### src/rtl/cmd_status_unit.sv
module cmd_status_unit #(
  parameter int BUSY_CYC = 8,
  parameter int CNT_W    = $clog2(BUSY_CYC + 1)
) (
  input  logic        clk,
  input  logic        rst_n,
  input  logic        cmd_wr,
  input  logic [15:0] cmd_data,
  input  logic [7:0]  ev_set,
  output logic [15:0] status,
  output logic        irq,
  output logic        busy,
  output logic [2:0]  win,
  output logic        rx_on,
  output logic        tx_on,
  output logic        stats_on,
  output logic        rx_rst_p,
  output logic        tx_rst_p,
  output logic        gbl_rst_p
);
  localparam logic [4:0] OP_GRST = 5'd0,  OP_WIN  = 5'd1,  OP_RXDIS = 5'd3,
                         OP_RXEN = 5'd4,  OP_RXRST = 5'd5, OP_TXEN = 5'd9,
                         OP_TXDIS = 5'd10, OP_TXRST = 5'd11, OP_REQ = 5'd12,
                         OP_ACK  = 5'd13, OP_IMASK = 5'd14, OP_RMASK = 5'd15,
                         OP_STEN = 5'd21, OP_STDIS = 5'd22;
  localparam logic [CNT_W-1:0] BUSY_LOAD = CNT_W'(BUSY_CYC);

  logic [CNT_W-1:0] cnt;
  logic [7:1]       ev;
  logic [7:0]       imask, rmask;

  wire [4:0]  op     = cmd_data[15:11];
  wire [10:0] arg    = cmd_data[10:0];
  wire        take   = cmd_wr && !busy;
  wire        is_rst = take && (op == OP_GRST || op == OP_RXRST || op == OP_TXRST);
  wire [7:1]  set_v  = {ev_set[7], take && op == OP_REQ, ev_set[5:1]};
  wire [7:1]  clr_v  = (take && op == OP_ACK) ? arg[7:1] : 7'd0;
  wire        pend   = |(ev & imask[7:1]);

  assign busy   = cnt != '0;
  assign irq    = pend;
  assign status = {win, busy, 4'b0000, {ev, pend} & rmask};

  always_ff @(posedge clk or negedge rst_n) begin
    if (!rst_n) begin
      cnt       <= '0;
      ev        <= '0;
      imask     <= '0;
      rmask     <= '0;
      win       <= '0;
      rx_on     <= 1'b0;
      tx_on     <= 1'b0;
      stats_on  <= 1'b0;
      rx_rst_p  <= 1'b0;
      tx_rst_p  <= 1'b0;
      gbl_rst_p <= 1'b0;
    end else begin
      rx_rst_p  <= take && op == OP_RXRST;
      tx_rst_p  <= take && op == OP_TXRST;
      gbl_rst_p <= take && op == OP_GRST;
      if (is_rst)    cnt <= BUSY_LOAD;
      else if (busy) cnt <= cnt - 1'b1;
      if (take && op == OP_GRST) begin
        ev       <= '0;
        imask    <= '0;
        rmask    <= '0;
        win      <= '0;
        rx_on    <= 1'b0;
        tx_on    <= 1'b0;
        stats_on <= 1'b0;
      end else begin
        ev <= (ev & ~clr_v) | set_v;
        if (take) begin
          case (op)
            OP_WIN:   win      <= arg[2:0];
            OP_RXEN:  rx_on    <= 1'b1;
            OP_RXDIS, OP_RXRST: rx_on <= 1'b0;
            OP_TXEN:  tx_on    <= 1'b1;
            OP_TXDIS, OP_TXRST: tx_on <= 1'b0;
            OP_STEN:  stats_on <= 1'b1;
            OP_STDIS: stats_on <= 1'b0;
            OP_IMASK: imask    <= arg[7:0];
            OP_RMASK: rmask    <= arg[7:0];
            default: ;
          endcase
        end
      end
    end
  end

  a_r8_busy_ignores_write: assert property (@(posedge clk) disable iff (!rst_n)
    (cmd_wr && busy) |=> (win == $past(win)));
  a_r8_reset_sets_busy: assert property (@(posedge clk) disable iff (!rst_n)
    is_rst |=> busy);
  a_r3_ack_clears: assert property (@(posedge clk) disable iff (!rst_n)
    (take && op == OP_ACK && ev_set == 8'd0) |=> ((ev & $past(arg[7:1])) == 7'd0));
  a_r6_req_latches: assert property (@(posedge clk) disable iff (!rst_n)
    (take && op == OP_REQ) |=> ev[6]);
  a_r4_irq_needs_mask: assert property (@(posedge clk) disable iff (!rst_n)
    irq |-> (imask[7:1] != 7'd0));
  a_r9_pulses_exclusive: assert property (@(posedge clk) disable iff (!rst_n)
    $onehot0({rx_rst_p, tx_rst_p, gbl_rst_p}));
endmodule

### config.mk
export PLATFORM = sky130hd
export DESIGN_NAME = cmd_status_unit
export DESIGN_NICKNAME = d
export VERILOG_FILES = /design/src/rtl/cmd_status_unit.sv
export SDC_FILE = /design/constraint.sdc
export NUM_CORES = 1
export LEC_CHECK = 0
export ABC_AREA = 1
export BUFFER_PORTS_ARGS = -buffer_cell sky130_fd_sc_hd__clkbuf_2
export CAP_MARGIN = 10
export CORE_MARGIN = 3
export CORE_UTILIZATION = 38
export DETAILED_ROUTE_END_ITERATION = 8
export GPL_ROUTABILITY_DRIVEN = 0
export PLACE_DENSITY_LB_ADDON = 0.25
export SLEW_MARGIN = 20
export SYNTH_ARGS = -nofsm -noshare
export SYNTH_HDL_FRONTEND = slang
export SYNTH_SLANG_ARGS = --single-unit
### constraint.sdc
create_clock -name clk -period 4.2 [get_ports clk]
set_input_delay 0.84 -clock clk [delete_from_list [all_inputs] [get_ports clk]]
set_output_delay 0.84 -clock clk [all_outputs]
set_load 0.01 [all_outputs]
==> out/qor.yml <==
status:
  outcome: "finished, final reports clean"
power:
  leakage_nw: 1.329
  p_total_mw: 1.053
  powerDensity_mw_per_mm2: 459.1
  ir_drop_uv: 184.7
grt:
  grt_pass1_vias: 1557
  grt_use_met2_pct: 24.74
  met3_usage_pct: 2.552
  antenna_found_initial: 0
  grtUsageTotal_pct: 14.70
  met1_usage_pct: 19.09
  grt_overflow_total: 0
  grt_max_degree: 36
  top_usage_layer: "met2"
  grt_pass1_wl_um: 7120
setup_path:
  arrival_ps: 1320
  cp_cell_sequence: "a22o_1, nor2_1, a21boi_0, clkbuf_2"
  slowest_stage: "dfrtp_1"
  critPathMaxFanout: 3
  reg2reg_from: "cnt[0]"
  reg2reg_to: "imask[7]"
  required_ps: 3360
  cpPeakStageDelay_ps: 420
  ff2ff_setup_slack_ps: 2330
  critical_path_buf_inv_count: 1
  critPathKind: "flip-flop to output pin"
  cp-end-kind: "output pin"
  crit_family: "flip-flops"
  critPathLaunchType: "flip-flop"
  r2r_cells: 9
floorplanning:
  rows: 25
  start_util_pct: 40.52
  io-pin-count: 54
  fp.coreArea_mm2: 0.004848
  die_height_um: 77.90
  die_x_um: 77.90
  fp.dieArea_mm2: 0.006068
placed_design:
  io_buffers: 44
  dp_hpwl_um: 3087
  dp_worst_setup_slack_ps: 2039
routing:
  drc: 0
  initialDrtViolationCount: 74
  wl_per_cell_um: 12.21
  dr.pass1.iters: 4
  vias: 1631
  viasPerCell: 4.673
  drtAntennaViolNets: 0
  wl_um: 4263
hold_path:
  hold_start: "rmask[6]"
  hold_path_class: "flip-flop to flip-flop"
  whs_path_depth: 2
  hold_path_end: "rmask[6]"
sta:
  slew_headroom_pct: 41.68
  fin_crit_ps: 2161
  tightestPinTransition_ps: 874.8
  final.setup.tns_ps: 0
  clock-skew-final_ps: 9.457
  slew_violations: 0
  rsz0062_at_grt: "no"
  finalHoldViolations: 0
  setup_viol: 0
  worst_slack_ps: 2039
  period_share_pct: 51.45
  fmax_mhz: 462.7
clocking:
  tritoncts: "yes"
  post-cts-setup-buffers: 0
  postCtsHoldBufs: 0
  cts_buffers: 5
  cts_root_buf: "clkbuf_8"
  clock-sinks: 35
  htree_levels: 2
  cts.clk_slew.worst_paths_ps: 70
  clkLatencyLatePin_ps: 280
  cts_buffer_depth: 2
  ctsResizeCount: 0
logic_synthesis:
  ys_ff_latch: 35
  ys_top_cells_by_count: "61 x nand2_1, 35 x dfrtp_1, 33 x nand3_1"
  ys_async_sr_fraction_pct: 100.0
  yosysMostFrequentCell: "nand2_1"
  synthTopCellsByArea: "dfrtp_1 45%, nand2_1 12%, nand3_1 8.4%, inv_1 5.2%, nor2_4 4.0%"
  yosys.area.top_type_share_pct: 44.59
  synth_edf_count: 0
  ys.flop_type: "dfrtp_1"
  netlist_instances: 239
  postSynthAreaPerCell_um2: 8.219
  synth_cell_types: 34
  yosysSeqAreaShare_pct: 44.59
  synth_top_area_cell: "dfrtp_1"
  syn_area_mm2: 0.001964
  ys_warn_count: 0
run:
  max_cap_viol_count: 0
finish:
  drive_gt1_share_pct: 28.37
  multi_input_area_um2: 865.8
  fin_nets: 310
  diodes: 0
  fillers: 509
  area_growth_pct: 16.82
  final_core_util_pct: 47.33
  regArea_um2: 875.8
-- final cells by class --
class                           instances  area share (%)
Sequential cell                        35           38.17
Multi-Input combinational cell        161           37.73
Timing Repair Buffer                   44           9.597
Inverter                               34           5.725
Tap cell                               67           3.653
Clock buffer                            6           3.599
Clock inverter                          2           1.527
-- power breakdown --
part | internal (mW) | switching [mW] | leakage, nW
logic | 0.122 | 0.176 | 0.827
registers | 0.399 | 0.0444 | 0.441
clock network | 0.192 | 0.120 | 0.0612
-- registers in the layout (all words and copies together) (netlist names) --
name and cells:
rmask 8, ev 7, imask 7, cnt 4, win 3, gbl_rst_p 1
rx_on 1, rx_rst_p 1, stats_on 1, tx_on 1, tx_rst_p 1
-- placed cells by master (no fill, tap or decap), drive strengths merged, types with 4 or more instances in the layout --
master	instances
a21oi	13
clkbuf	50
conb	4
dfrtp	35
inv	33
nand2	69
nand3	34
nor2	20
nor3	5
o21ai	4
-- how the worst max path moves through the flow --
stage | start | end | slack (ps) | depth (start not counted)
after floorplan | cnt[0] | status[12] | 2430 | 4
after global placement | cmd_data[12] | imask[3] | 2050 | 9
after detailed placement | cmd_data[13] | imask[7] | 2040 | 9
after CTS | ev[7] | status[0] | 2040 | 4
after global routing | ev[7] | status[0] | 1960 | 4
final | ev[7] | status[0] | 2040 | 4
-- metal layers --
layer  share of wire, %  vias up
li1                   -      827
met1                 45      757
met2                 48       40
met3                4.9        7
met4                1.3        0
met5                  0        -
-- stage by stage --
step / cells / hold slack (ps) / cell area, um^2
2_1_floorplan: 242 / 468.6 / 1976
3_3_place_gp: 341 / 483.2 / 2177
3_5_place_dp: 341 / 488.2 / 2177
4_1_cts: 349 / 506.3 / 2295
5_1_grt: 349 / 534.9 / 2295
6_report: 349 / 504.5 / 2295
-- cell families after synthesis --
group / Yosys count / synth area share, %
AOI/OAI and AO/OA: 20 / 5.605
xor gates and xnor gates: 2 / 0.8919
adders and majority gates: 2 / 1.274
buffers and inverters: 46 / 11.91
DFF: 35 / 44.59
other: 1 / 0.1909
and+or+nand+nor: 133 / 35.54
-- worst min-delay path, cell delays in order (launching register included) --
cell and delay [ps]:
dfrtp_1 350, nand3_1 70, nand2_1 60
Power figures use the tool's default switching activity.
